### src/rtl/irqlvl_pkg.sv
package irqlvl_pkg;
  localparam int NCPU = 2;

  typedef struct packed {
    logic [NCPU-1:0] take;     // acknowledge accepted this cycle
    logic [NCPU-1:0] pickExt;  // external level wins the arbitration
    logic [NCPU-1:0] dropPer;  // peripheral request is served and cleared
  } ackCtl_t;
endpackage

### src/rtl/irqlvl_ctrl.sv
module irqlvl_ctrl
  import irqlvl_pkg::*;
#(
  parameter int LVL_W = 4
) (
  input  logic [NCPU-1:0]            ackStb,
  input  logic [NCPU-1:0][LVL_W-1:0] irqLevel,
  input  logic [NCPU-1:0]            perPending,
  input  logic [NCPU-1:0][LVL_W-1:0] perLevel,
  output ackCtl_t                    ctl
);
  logic [NCPU-1:0][LVL_W-1:0] perEff;

  for (genvar c = 0; c < NCPU; c++) begin : g_cpu
    // an idle peripheral request competes with level zero
    assign perEff[c]         = perPending[c] ? perLevel[c] : '0;
    assign ctl.take[c]       = ackStb[c];
    assign ctl.pickExt[c]    = irqLevel[c] > perEff[c];
    assign ctl.dropPer[c]    = ackStb[c] && !(irqLevel[c] > perEff[c]);
  end
endmodule

### src/rtl/irqlvl_datapath.sv
module irqlvl_datapath
  import irqlvl_pkg::*;
#(
  parameter int MASK_W       = 4,
  parameter int SRC_BASE     = 3,
  parameter int LVL_W        = 4,
  parameter int VEC_W        = 8,
  parameter int EXT_VEC_BASE = 64
) (
  input  logic                        clk,
  input  logic                        rstN,
  input  logic [MASK_W:0]             sharedSet,
  input  logic [MASK_W:0]             sharedClr,
  input  logic [NCPU-1:0][MASK_W:0]   privSet,
  input  logic [NCPU-1:0][MASK_W:0]   privClr,
  input  logic [NCPU-1:0]             maskWe,
  input  logic [NCPU-1:0][MASK_W-1:0] maskWdata,
  input  logic [NCPU-1:0]             perSet,
  input  logic [NCPU-1:0][VEC_W-1:0]  perVector,
  input  ackCtl_t                     ctl,
  output logic [NCPU-1:0][LVL_W-1:0]  irqLevel,
  output logic [NCPU-1:0][LVL_W-1:0]  curLevel,
  output logic [NCPU-1:0]             perPending,
  output logic [NCPU-1:0][VEC_W-1:0]  ackVector,
  output logic [NCPU-1:0]             ackValid
);
  localparam int SRC_W = MASK_W + 1;

  logic [SRC_W-1:0]             sharedPend;
  logic [NCPU-1:0][SRC_W-1:0]   privPend;
  logic [NCPU-1:0][MASK_W-1:0]  maskReg;
  logic [NCPU-1:0][SRC_W-1:0]   active;
  logic [NCPU-1:0][LVL_W-1:0]   lvlNext;
  logic [NCPU-1:0][VEC_W-1:0]   extVec;

  // shared pending: set strobe dominates a same-cycle clear
  always_ff @(posedge clk) begin
    if (!rstN) sharedPend <= '0;
    else       sharedPend <= (sharedPend & ~sharedClr) | sharedSet;
  end

  for (genvar c = 0; c < NCPU; c++) begin : g_cpu
    always_ff @(posedge clk) begin
      if (!rstN) begin
        privPend[c] <= '0;
        maskReg[c]  <= '0;
      end else begin
        privPend[c] <= (privPend[c] & ~privClr[c]) | privSet[c];
        if (maskWe[c]) maskReg[c] <= maskWdata[c];
      end
    end

    // top source (reset) always passes; the rest are gated by the mask
    assign active[c] = (sharedPend | privPend[c]) & {1'b1, maskReg[c]};

    always_comb begin
      lvlNext[c] = '0;
      for (int i = 0; i < SRC_W; i++) begin
        if (active[c][i]) lvlNext[c] = LVL_W'(2 * (SRC_BASE + i));
      end
    end

    assign extVec[c] = VEC_W'(EXT_VEC_BASE) + VEC_W'(irqLevel[c] >> 1);

    always_ff @(posedge clk) begin
      if (!rstN) begin
        irqLevel[c]   <= '0;
        curLevel[c]   <= '0;
        perPending[c] <= 1'b0;
        ackVector[c]  <= '0;
        ackValid[c]   <= 1'b0;
      end else begin
        irqLevel[c]   <= lvlNext[c];
        perPending[c] <= perSet[c] | (perPending[c] & ~ctl.dropPer[c]);
        ackValid[c]   <= ctl.take[c];
        if (ctl.take[c])
          ackVector[c] <= ctl.pickExt[c] ? extVec[c] : perVector[c];
        if (ctl.dropPer[c])
          curLevel[c] <= irqLevel[c];
      end
    end
  end
endmodule

### src/rtl/dual_irq_level.sv
module dual_irq_level
  import irqlvl_pkg::*;
#(
  parameter int MASK_W       = 4,
  parameter int SRC_BASE     = 3,
  parameter int LVL_W        = 4,
  parameter int VEC_W        = 8,
  parameter int EXT_VEC_BASE = 64
) (
  input  logic                        clk,
  input  logic                        rstN,
  input  logic [MASK_W:0]             sharedSet,
  input  logic [MASK_W:0]             sharedClr,
  input  logic [NCPU-1:0][MASK_W:0]   privSet,
  input  logic [NCPU-1:0][MASK_W:0]   privClr,
  input  logic [NCPU-1:0]             maskWe,
  input  logic [NCPU-1:0][MASK_W-1:0] maskWdata,
  input  logic [NCPU-1:0]             perSet,
  input  logic [NCPU-1:0][LVL_W-1:0]  perLevel,
  input  logic [NCPU-1:0][VEC_W-1:0]  perVector,
  input  logic [NCPU-1:0]             ackStb,
  output logic [NCPU-1:0][LVL_W-1:0]  irqLevel,
  output logic [NCPU-1:0][LVL_W-1:0]  curLevel,
  output logic [NCPU-1:0]             perPending,
  output logic [NCPU-1:0][VEC_W-1:0]  ackVector,
  output logic [NCPU-1:0]             ackValid
);
  ackCtl_t ctl;

  irqlvl_ctrl #(.LVL_W(LVL_W)) u_ctrl (
    .ackStb     (ackStb),
    .irqLevel   (irqLevel),
    .perPending (perPending),
    .perLevel   (perLevel),
    .ctl        (ctl)
  );

  irqlvl_datapath #(
    .MASK_W(MASK_W), .SRC_BASE(SRC_BASE), .LVL_W(LVL_W),
    .VEC_W(VEC_W), .EXT_VEC_BASE(EXT_VEC_BASE)
  ) u_dp (
    .clk        (clk),
    .rstN       (rstN),
    .sharedSet  (sharedSet),
    .sharedClr  (sharedClr),
    .privSet    (privSet),
    .privClr    (privClr),
    .maskWe     (maskWe),
    .maskWdata  (maskWdata),
    .perSet     (perSet),
    .perVector  (perVector),
    .ctl        (ctl),
    .irqLevel   (irqLevel),
    .curLevel   (curLevel),
    .perPending (perPending),
    .ackVector  (ackVector),
    .ackValid   (ackValid)
  );
endmodule

### config.mk
export PLATFORM = sky130hd
export DESIGN_NAME = dual_irq_level
export DESIGN_NICKNAME = d
export VERILOG_FILES = /design/src/rtl/irqlvl_pkg.sv /design/src/rtl/irqlvl_ctrl.sv /design/src/rtl/irqlvl_datapath.sv /design/src/rtl/dual_irq_level.sv
export SDC_FILE = /design/constraint.sdc
export NUM_CORES = 1
export LEC_CHECK = 0
export BUFFER_PORTS_ARGS = -buffer_cell sky130_fd_sc_hd__buf_2
export CAP_MARGIN = 20
export CORE_MARGIN = 2
export CORE_UTILIZATION = 42
export DETAILED_ROUTE_END_ITERATION = 10
export PLACE_DENSITY = 0.75
export SETUP_SLACK_MARGIN = 0.02
export SLEW_MARGIN = 25
export SYNTH_ARGS = -nofsm -noshare
export SYNTH_HDL_FRONTEND = slang
export SYNTH_SLANG_ARGS = --single-unit
### constraint.sdc
create_clock -name clk -period 1.7 [get_ports clk]
set_input_delay 0.17 -clock clk [delete_from_list [all_inputs] [get_ports clk]]
set_output_delay 0.17 -clock clk [all_outputs]
set_load 0.005 [all_outputs]
# == Word-level counts from Yosys, hierarchy flattened ==
# Index checks and enable logic that the tools add are counted.
# totals
in_bits,70
out_inout_bits,36
regBits,59
elab_cells,61
# op_classes
muxes,14
reduce_logical,6
add_sub_neg,2
n_bitwise,20
n_lt_le_gt_ge,2
# op_table
op,n
4-bit 2-to-1 mux,10
5-bit AND,5
5-bit bitwise OR,5
"7-bit by 3-bit adder with 8-bit output, first input constant",2
8-bit 2-to-1 mux,2
5-bit NOT,3
5-bit OR reduction,2
4-bit > comparator,2
3-bit 2-to-1 mux,2
1-bit NOT,3
1-bit AND,2
1-bit logical AND,2
1-bit logical NOT,2
1-bit bitwise OR,2

# == Logic depth before layout (Yosys ltp) ==
# Gate-level depths: netlist of run 1.
# depth
depth_word,7
depth_mapped,7
mapped_depth_nobuf,6

# == By module ==
# A second synthesis of run 1 with hierarchy kept.
# unflattened
cells_unflattened,257
area_unflattened_um2,2285.9
# by_module_without_submodules
mod,area_per_inst_um2,cells_per_inst,instances,seq_area_each_um2
irqlvl_datapath,2023.2,223,1,1101.1
irqlvl_ctrl,262.8,34,1,0.0

# == Worst setup path after synthesis of run 1 ==
# OpenSTA, ideal clock, no wires.
# synth_timing
path_type,register to register
from,register u_dp.perPending[0]
to,register u_dp.curLevel[1] (netlist name)
setup_time_ps,72
t_arrival_ps,1739
n_path_buf,0
synth_period_minus_slack_ps,1810
t_required_ps,1628
setup_slack_ps,-110
path_stages_with_launch,7
path_cell_list,dfxtp_1 -> nand2_1 -> ha_1 -> and2_4 -> a221o_2 -> a21boi_4 -> mux2i_1
# synth_via
elab_chain_len,4
# synth_rtl
item,line_no,text
"start, declared",irqlvl_datapath.sv:23,"output logic [NCPU-1:0] perPending,"
"start signal, assigned by index",irqlvl_datapath.sv:74,perPending[c] <= perSet[c] | (perPending[c] & ~ctl.dropPer[c]);
4-bit 2-to-1 mux,irqlvl_ctrl.sv:16,assign perEff[c] = perPending[c] ? perLevel[c] : '0;
4-bit > comparator,irqlvl_ctrl.sv:19,assign ctl.dropPer[c] = ackStb[c] && !(irqLevel[c] > perEff[c]);
1-bit logical NOT,irqlvl_ctrl.sv:19,
1-bit logical AND,irqlvl_ctrl.sv:19,
"end signal, assigned by index",irqlvl_datapath.sv:79,curLevel[c] <= irqLevel[c];
"end, declared",irqlvl_datapath.sv:22,"output logic [NCPU-1:0][LVL_W-1:0] curLevel,"
# No other way between the ends.
# A chain may end at the register's enable or synchronous reset.

# == Final worst setup path of run 1 ==
# layout_timing
from,register u_dp.perPending[0]
to,register u_dp.curLevel[2] (netlist name)
# Same word-level chain as after synthesis.

==> run metrics, run 1 <==
Slowest-stage cell, CP=a221o_2; Starting Density=0.432; top_reg_cell synth=dfxtp_1; DIE AREA=6290 um2; FP Rows=27; Num Clock Sinks=55; number of global-route vias before repair=2135; Max FO, Critical Path=4; Max clock buf depth=2; met3 Resource Use GR=0.0489; Final nets=438; critical path, cell by cell=nand2_2 > ha_4 > and2_4 > a221o_2 > a21boi_4 > mux2i_1; clock latency on the worst-skew pair=0.30 ns; FF-to-FF path depth=6; DP HPWL=4160 um; core area=5510 um2; CTS tree=built; EDFF count, synth=0; H-tree level count=2; max_cap viols=0; area share of the largest cell type after synthesis=0.462; Worst Skew=0.00348 ns; Via-to-Cell Ratio=4.95; Port Buf Inserts=101; synthesized cell area=2380 um2; Fillers=511; Tmin final=1.70 ns; area delta synth->final=35.8%; drt drc=0; fraction of registers with async set/reset=0; Yosys reg bits=55; die width=79.3 um; setup slack after layout=-0.00402 ns; violated checks=negative setup slack; Routed WL per cell=13.0 um; final core utilization=0.587; CTS Hold Bufs=0; global route hottest layer=met2; final slew viol count=0; first-pass GRT wire length=9260 um; Total GRT Usage=0.185; Routed Antenna Nets=0; total gr overflow=0; CP Capture Type=register; router iterations before antenna repair=4; LEAKAGE=1.47 nW; top post-synthesis cells by area=dfxtp_1 (46%), o21a_1 (6.6%), nor2b_1 (6.0%), mux2i_1 (5.9%), o21ai_0 (4.2%); Final Wtd Congestion=0.871; Syn. warnings=0; Min-Delay Path Depth=2; sequential share of the synthesized area=0.462; Mapped Avg Cell Area=9.49 um2; Achievable Freq=0.587 GHz; Hold Violations, Final=0; biggest area consumer among synthesized cells=dfxtp_1; pwr/cell area=880 nW/um2; CP Class=register to register; I/O pin count=106; met1 GRT Util=0.223; unrepaired setup endpoints after global routing=true; Iter 0 DRT Violations=52; CTS buffer count=5; status=finished with violations; worst hold path class=input pin to register; Vias=2155; CP Launch Type=register; pin count of the biggest net entering global routing=64; VDD IR-drop max=526 uV; die height=79.3 um; Max stage delay on crit path=0.37 ns; Worst Path Arrival=1.94 ns; Setup violations, final=1; synth unique cells=29; setup_tns=-0.00402 ns; GR Util met2=0.314; Worst-path clk slew=0.09 ns; pre-CTS setup slack=-0.0439 ns; CP required=1.93 ns; Detailed Route WL=5650 um; crit share post-route=1.00; Syn Inst Count=251; antenna fix cells=0; share of cells above drive strength 1=0.421; most frequent cell after synthesis=dfxtp_1; initial antenna violation count=0; synth cell count leaders=dfxtp_1 (55), nand2_1 (26), nor2b_1 (23), o21a_1 (21), o21ai_0 (20); Root Driver=clkbuf_8
==> worst paths after layout <==
path / slack [ns] / endpoint / startpoint
worst max-delay path: -0.004 / u_dp.curLevel[2] / u_dp.perPending[0]
worst min-delay path: 0.07 / u_dp.privPend[0] / privSet[0]
worst max register to register: -0.004 / u_dp.curLevel[2] / u_dp.perPending[0]
worst min register to register: 0.46 / u_dp.curLevel[7] / u_dp.curLevel[7]
==> state kept, by name, indices dropped and copies added (netlist names) <==
| signal | flops |
|---|---|
| u_dp.perPending | 2 |
| u_dp.irqLevel | 6 |
| u_dp.sharedPend | 5 |
| u_dp.maskReg | 8 |
| u_dp.curLevel | 6 |
| u_dp.ackValid | 2 |
| u_dp.ackVector | 16 |
| u_dp.privPend | 10 |
==> cell usage in the layout, fill, tap and decap left out, types with 4 or more instances in the layout <==
| cell | n |
|---|---|
| a31oi_1 | 6 |
| o21ai_2 | 5 |
| o21a_1 | 21 |
| o211ai_1 | 8 |
| buf_2 | 101 |
| nor2b_1 | 23 |
| clkbuf_8 | 5 |
| nand2_1 | 23 |
| nand3_1 | 7 |
| nand2b_1 | 8 |
| buf_4 | 16 |
| o21ai_0 | 14 |
| a21boi_1 | 8 |
| nor2_1 | 4 |
| dfxtp_1 | 53 |
| mux2i_1 | 14 |
| conb_1 | 4 |
==> where the power goes <==
part	total, mW	switching, mW	internal [mW]
combinational	0.703	0.324	0.379
clock	0.701	0.412	0.289
sequential	1.44	0.0567	1.39
==> logic make-up (layout without fill, tap and decap cells) <==
kind of cell / Yosys count / count (layout) / synth area share
adders and majority gates: 6 / 6 / 0.0315
buffers and inverters: 19 / 128 / 0.0394
muxes: 14 / 14 / 0.0589
AOI/OAI and AO/OA: 79 / 79 / 0.239
DFF: 55 / 55 / 0.462
other: 1 / 4 / 0.00157
and+or+nand+nor: 77 / 77 / 0.168
==> worst max-delay path, delay by kind of cell (launching register included) <==
family | cells | cell delay, ns
simple gates | 2 | 0.23
flops | 1 | 0.35
mux | 1 | 0.22
compound gates | 2 | 0.60
fa+ha+maj | 1 | 0.23
==> what timing repair did <==
action / 4_1_cts / 5_1_grt
gates resized for setup: 6 / 17
pin swaps: 8 / 21
buffers inserted: 7 / 0
endpoints found under the setup margin: 10 / 23
==> cell type report <==
type                       instances  area, um2  share of cell area
multi-input combinational        180       1290               0.398
sequential                        55       1100               0.341
timing repair buffer             120        668               0.207
tap                               72       90.1              0.0279
clock buffer                       6       72.6              0.0224
clock inverter                     2       12.5             0.00387
==> per-layer routing <==
layer	up-vias	routed length, um
met4	0	85
met2	84	2700
met3	10	398
li1	1089	-
met5	-	0
met1	972	2460
==> through the flow <==
step                      cells  hold slack [ns]  cell area, um2  power [mW]
after floorplan             254            0.284            2420        1.82
after global placement      420            0.378            3020        2.06
after detailed placement    420            0.381            3020        2.08
after CTS                   435           0.0542            3190        2.83
after global routing        435           0.0504            3230        3.02
final                       435           0.0665            3230        2.85
(Power assumes the default switching activity.)
==> inputs of run 2 (changes only) <==
==> constraint.sdc (replaced) <==
create_clock -name clk -period 1.7 [get_ports clk]
set_input_delay 0.17 -clock clk [delete_from_list [all_inputs] [get_ports clk]]
set_output_delay 0.17 -clock clk [all_outputs]
set_load 0.01 [all_outputs]
==> run 2 against run 1 <==
The run now ends clean. Via count down 1.4%. Worst hold slack better by 0.0025 ns. Power up 3.8%. Flip-flop and latch count unchanged. Cell area up 1.0%. Global-route usage down 0.28 points. Combinational power up 2%. Non-clock buffer count down 1. Die area unchanged. Critical path depth up 2. Cell count down 0.46%. Wire length down 2.5%. Critical path type unchanged. Largest cell class unchanged. Highest routed layer unchanged.
==> run metrics, run 2 (synthesis gave the netlist of run 1 again) <==
Port Buf Inserts=101 (unchanged); Root Driver=clkbuf_8; LEAKAGE=1.49 nW (+1.7%); pin count of the biggest net entering global routing=64 (unchanged); DIE AREA=6290 um2 (unchanged); met3 Resource Use GR=0.0477 (-0.00114); Final Wtd Congestion=0.863 (-0.83%); Routed Antenna Nets=0 (unchanged); Setup violations, final=0 (-1); antenna fix cells=0 (unchanged); most frequent cells in the layout=buf_2 (101), dfxtp_1 (53), nor2b_1 (23); Hold Violations, Final=0 (unchanged); worst reg2reg startpoint=u_dp.perPending[0]; initial antenna violation count=0 (unchanged); DP HPWL=4120 um (-0.95%); CP Class=register to register; core area=5510 um2 (unchanged); I/O pin count=106 (unchanged); final core utilization=0.593 (+0.00614); FF-to-FF path depth=8 (+2); first-pass GRT wire length=9220 um (-0.44%); Max FO, Critical Path=7 (+3); total gr overflow=0 (unchanged); Min-Delay Path Depth=2 (unchanged); router iterations before antenna repair=4 (unchanged); share of cells above drive strength 1=0.418 (-0.00321); H-tree level count=2 (unchanged); Max clock buf depth=2 (unchanged); Achievable Freq=0.595 GHz (+1.4%); Worst Path Arrival=1.91 ns (-0.03 ns); Iter 0 DRT Violations=60 (+15%); reg2reg end=u_dp.ackVector[5]; Top Registers=u_dp.ackVector x16, u_dp.privPend x10, u_dp.maskReg x8; Routed WL per cell=12.7 um (-2.1%); Num Clock Sinks=55 (unchanged); met1 GRT Util=0.230 (+0.00645); FP Rows=27 (unchanged); Detailed Route WL=5510 um (-2.5%); CTS tree=built; Worst Hold Path EP=u_dp.privPend[3]; area delta synth->final=37.2%; crit share post-route=0.989 (-0.0137); clock latency on the worst-skew pair=0.30 ns (about the same); CTS Hold Bufs=0 (unchanged); drt drc=0 (unchanged); Tmin final=1.68 ns (-0.0233 ns); die width=79.3 um (unchanged); Tot Pwr=2.96 mW (+3.8%); worst hold path class=input pin to register; Via-to-Cell Ratio=4.91 (-0.94%); global route hottest layer=met2; Worst-path clk slew=0.10 ns (about the same); CTS buffer count=5 (unchanged); GR Util met2=0.308 (-0.00508); CP required=1.93 ns (about the same); unrepaired setup endpoints after global routing=true; Worst Skew=0.00788 ns (+0.00440 ns); Vias=2125 (-1.4%); die height=79.3 um (unchanged); Biggest register=u_dp.ackVector; Final nets=437 (-0.23%); number of global-route vias before repair=2068 (-3.1%); Starting Density=0.432 (unchanged); Total GRT Usage=0.182 (-0.00282); VDD IR-drop max=534 uV (+1.6%); Hold Startpoint=privSet[3]; status=finished clean; flip-flop count of the largest register after layout=16 (unchanged); CP Capture Type=register; max_cap viols=0 (unchanged); flop2flop setup slack=0.02 ns (+0.02 ns); commonest non-fill, non-tap cell in the layout=buf_2; final slew viol count=0 (unchanged); pwr/cell area=905 nW/um2 (+2.7%); CP Launch Type=register
==> run 2: cell count changes in the layout (fill, tap and decap cells not counted), sizes merged <==
cell,before,now
buf,120,119
clkinv,1,0
clkinvlp,1,0
inv,0,1
==> run 2: layer usage <==
layer	vias up	routed length (um)
li1	1093	-
met1	956	2460
met2	72	2610
met3	4	399
met4	0	33
met5	-	0
==> run 2: stage by stage <==
stage          hold WS, ns  instances  cell area (um2)  setup TNS [ns]  setup slack, ns
3_5_place_dp         0.381        420             3030         -0.0810          -0.0339
4_1_cts             0.0560        432             3210         -0.0597          -0.0433
2_1_floorplan        0.284        254             2420               0           0.0362
6_report            0.0690        433             3270               0           0.0192
3_3_place_gp         0.377        420             3030               0           0.0425
5_1_grt             0.0679        433             3270          -0.616          -0.0679
==> run 2: layout make-up <==
cell class | instances | area (um2)
Multi-Input combinational cell | 180 | 1310
Sequential cell | 55 | 1110
Clock inverter | 1 | 6.26
Clock buffer | 6 | 93.8
Timing Repair Buffer | 119 | 661
Tap cell | 72 | 90.1
Fill cell | 479 | 2240
==> run 2: worst max-delay path, cell delays in order, from the launching register on <==
cell,delay [ns]
dfxtp_4,0.38
nand2_2,0.07
ha_4,0.23
and2_4,0.13
buf_4,0.14
a221oi_2,0.22
buf_4,0.20
o211ai_1,0.10
a21boi_1,0.15
==> run 2: worst max-delay path by stage <==
stage / start / to / slack [ns] / cells after the start
after floorplan: u_dp.irqLevel[3] / u_dp.curLevel[1] / 0.04 / 5
after global placement: u_dp.perPending[0] / u_dp.curLevel[2] / 0.04 / 6
after detailed placement: u_dp.perPending[0] / u_dp.curLevel[3] / -0.03 / 6
after CTS: u_dp.perPending[0] / u_dp.curLevel[3] / -0.04 / 6
after global routing: u_dp.perPending[0] / u_dp.curLevel[3] / -0.07 / 6
final: u_dp.perPending[0] / u_dp.ackVector[5] / 0.02 / 8
==> run 2: what timing repair did <==
item | in CTS | in global routing
buffers inserted | 5 | 1
endpoints found under the setup margin | 6 | 24
endpoints found under the hold margin | 0 | 0
pin swaps | 7 | 20
gates resized for setup | 8 | 17
gates cloned | 0 | 0
==> run 2: power breakdown <==
group          leakage [nW]  switching [mW]  internal, mW
registers             0.457          0.0610          1.39
logic                 0.984           0.343         0.377
clock network        0.0527           0.416         0.374
==> inputs of run 3 (changes only) <==
--- a/config.mk
+++ b/config.mk
@@ -6,11 +6,10 @@
 export NUM_CORES = 1
 export LEC_CHECK = 0
 export BUFFER_PORTS_ARGS = -buffer_cell sky130_fd_sc_hd__buf_2
-export CAP_MARGIN = 20
 export CORE_MARGIN = 2
-export CORE_UTILIZATION = 42
+export CORE_UTILIZATION = 50
 export DETAILED_ROUTE_END_ITERATION = 10
-export PLACE_DENSITY = 0.75
+export PLACE_DENSITY = 0.84
 export SETUP_SLACK_MARGIN = 0.02
 export SLEW_MARGIN = 25
 export SYNTH_ARGS = -nofsm -noshare
==> constraint.sdc (replaced) <==
create_clock -name clk -period 2.2 [get_ports clk]
set_input_delay 0.22 -clock clk [delete_from_list [all_inputs] [get_ports clk]]
set_output_delay 0.22 -clock clk [all_outputs]
set_load 0.01 [all_outputs]
==> run 3 against run 2 <==
First-iteration DRC count rose by 22%. Clock power fell by 19%. Cell area fell by 8.4%. Fmax fell by 14%. Flip-flop and latch count did not move. Via count fell by 3.4%. Count of clock-buffer cells in the layout fell by 1. Wire length fell by 10%. Clock skew fell by 0.0052 ns. Combinational power fell by 41%. Critical path type unchanged. Critical endpoint is now u_dp.curLevel[6]. Largest cell class unchanged. Highest routed layer unchanged.
==> run metrics, run 3 (synthesis gave the netlist of run 1 again) <==
status=finished clean; largest delay contributor family on the critical path=compound AO/OA/AOI/OAI gates; Sw Ratio=0.263 (-0.0137); Top Registers=u_dp.ackVector x16, u_dp.privPend x10, u_dp.maskReg x8; final slew viol count=0 (unchanged); CTS Hold Bufs=0 (unchanged); Total GRT Usage=0.186 (+0.00398); number of global-route vias before repair=1831 (-11%); Buf/Inv on CP=0 (-2); clock share of power=0.294 (+0.027); Final nets=421 (-3.7%); Worst Tran Pin Value=0.748 ns; Fillers=412 (-14%); Comb power frac=0.195 (-0.048); Max FO, Critical Path=6 (-1); Root Driver=clkbuf_8; Starting Density=0.511 (+0.0785); Via-to-Cell Ratio=5.15 (+4.8%); Hold Violations, Final=0 (unchanged); Slowest-stage cell, CP=dfxtp_1; initial antenna violation count=0 (unchanged); H-tree level count=2 (unchanged); Iter 0 DRT Violations=73 (+22%); Max stage delay on crit path=0.43 ns (+0.05 ns); antenna fix cells=0 (unchanged); clock latency on the worst-skew pair=0.30 ns (about the same); crit share post-route=0.884 (-0.105); CP Class=register to register; area delta synth->final=25.7%; Max clock buf depth=2 (unchanged); DP HPWL=3800 um (-7.8%); pwr/cell area=731 nW/um2 (-19%); final core utilization=0.642 (+0.0489); Routed Antenna Nets=0 (unchanged); flop2flop setup slack=0.26 ns (+0.24 ns); max_cap viols=0 (unchanged); CTS tree=built; worst hold margin=0.122 ns (+0.0531 ns); Vias=2053 (-3.4%); worst hold path class=input pin to register; I/O pin count=106 (unchanged); Achievable Freq=0.514 GHz (-14%); Setup Fix Bufs, Post-CTS=0 (-5); Tmin final=1.94 ns (+0.264 ns); commonest non-fill, non-tap cell in the layout=buf_2; LEAKAGE=1.38 nW (-7.8%); die height=73.0 um (-7.9%); share of cells above drive strength 1=0.342 (-0.0763); first-pass GRT wire length=7900 um (-14%); flip-flop count of the largest register after layout=16 (unchanged); Routed WL per cell=12.4 um (-2.5%); most frequent cells in the layout=buf_2 (101), dfxtp_1 (55), nand2_1 (26); Net Sw Power=0.576 mW (-30%); drt drc=0 (unchanged); core area=4660 um2 (-15%); Slew HR=0.502; Placed Area=2890 um2 (-4.7%); Final Wtd Congestion=0.876 (+1.5%); Worst Skew=0.00269 ns (-0.00519 ns); Detailed Route WL=4950 um (-10%); VDD IR-drop max=446 uV (-16%); CTS resizes=0 (-8); Pint=1.61 mW (-25%); pin count of the biggest net entering global routing=49 (-23%); unrepaired setup endpoints after global routing=false; pre-CTS setup slack=0.265 ns (+0.299 ns); Biggest register=u_dp.ackVector; CTS buffer count=5 (unchanged); setup slack after layout=0.255 ns (+0.236 ns); Worst-path clk slew=0.09 ns (about the same); total gr overflow=0 (unchanged); die width=73.0 um (-7.9%); router iterations before antenna repair=4 (unchanged); sequential power share=0.511 (+0.021); CP Capture Type=register; Worst Path Arrival=2.18 ns (+0.27 ns); Port Buf Inserts=101 (unchanged); setup_tns=0 ns (unchanged); CP Launch Type=register; DIE AREA=5330 um2 (-15%); Num Clock Sinks=55 (unchanged); critical path, cell by cell=nand2_1 > ha_1 > and2_4 > a221o_2 > a21boi_4 > mux2i_1; CP required=2.43 ns (+0.50 ns); Final Cell Area=2990 um2 (-8.4%); FP Rows=25 (-7.4%); Setup violations, final=0 (unchanged)
-- run 3: cell types whose count changed in the layout (fill, tap and decap cells not counted), moves of 3 or more --
cell and delta:
buf_4 -13, ha_1 +5, ha_4 -4, nand2_1 +4, nand2_4 -3, o21ai_0 +6
o21ai_2 -4
-- run 3: final cells by class --
class / instances / area (um2) / share of cell area
multi-input combinational: 180 / 1200 / 0.400
sequential: 55 / 1100 / 0.368
timing repair buffer: 103 / 520 / 0.174
clock buffer: 5 / 68.8 / 0.0230
tap: 54 / 67.6 / 0.0226
clock inverter: 2 / 37.5 / 0.0125
-- run 3: worst register-to-register path, stage by stage, from the launching register on --
cell	delay, ns
dfxtp_1	0.43
nand2_1	0.08
ha_1	0.33
and2_4	0.20
a221o_2	0.42
a21boi_4	0.23
mux2i_1	0.20
-- run 3: power groups by stage --
stage / combinational [mW] / sequential [mW] / clock, mW
after global placement: 0.417 / 1.14 / 0
after floorplan: 0.267 / 1.15 / 0
after global routing: 0.478 / 1.13 / 0.699
final: 0.427 / 1.12 / 0.642
after detailed placement: 0.429 / 1.14 / 0
after CTS: 0.430 / 1.12 / 0.667
-- run 3: layer usage --
layer | GRT usage | vias to the layer above | routed length, um
met3 | 0.0525 | 7 | 392
met5 | 0 | - | 0
met4 | 0.0576 | 0 | 57
met1 | 0.228 | 906 | 2180
li1 | - | 1059 | -
met2 | 0.314 | 81 | 2320
-- run 3: worst paths after layout --
path / from / end / cells past startpoint
setup / recovery: u_dp.perPending[1] / u_dp.curLevel[6] / 6
hold / removal: privSet[2] / u_dp.privPend[2] / 2
setup reg to reg: u_dp.perPending[1] / u_dp.curLevel[6] / 6
hold reg to reg: u_dp.curLevel[1] / u_dp.curLevel[1] / 2
-- run 3: stage by stage --
stage / std cells / total power [mW]
after floorplan: 254 / 1.42
after global placement: 392 / 1.56
after detailed placement: 392 / 1.57
after CTS: 399 / 2.21
after global routing: 399 / 2.30
final: 399 / 2.19
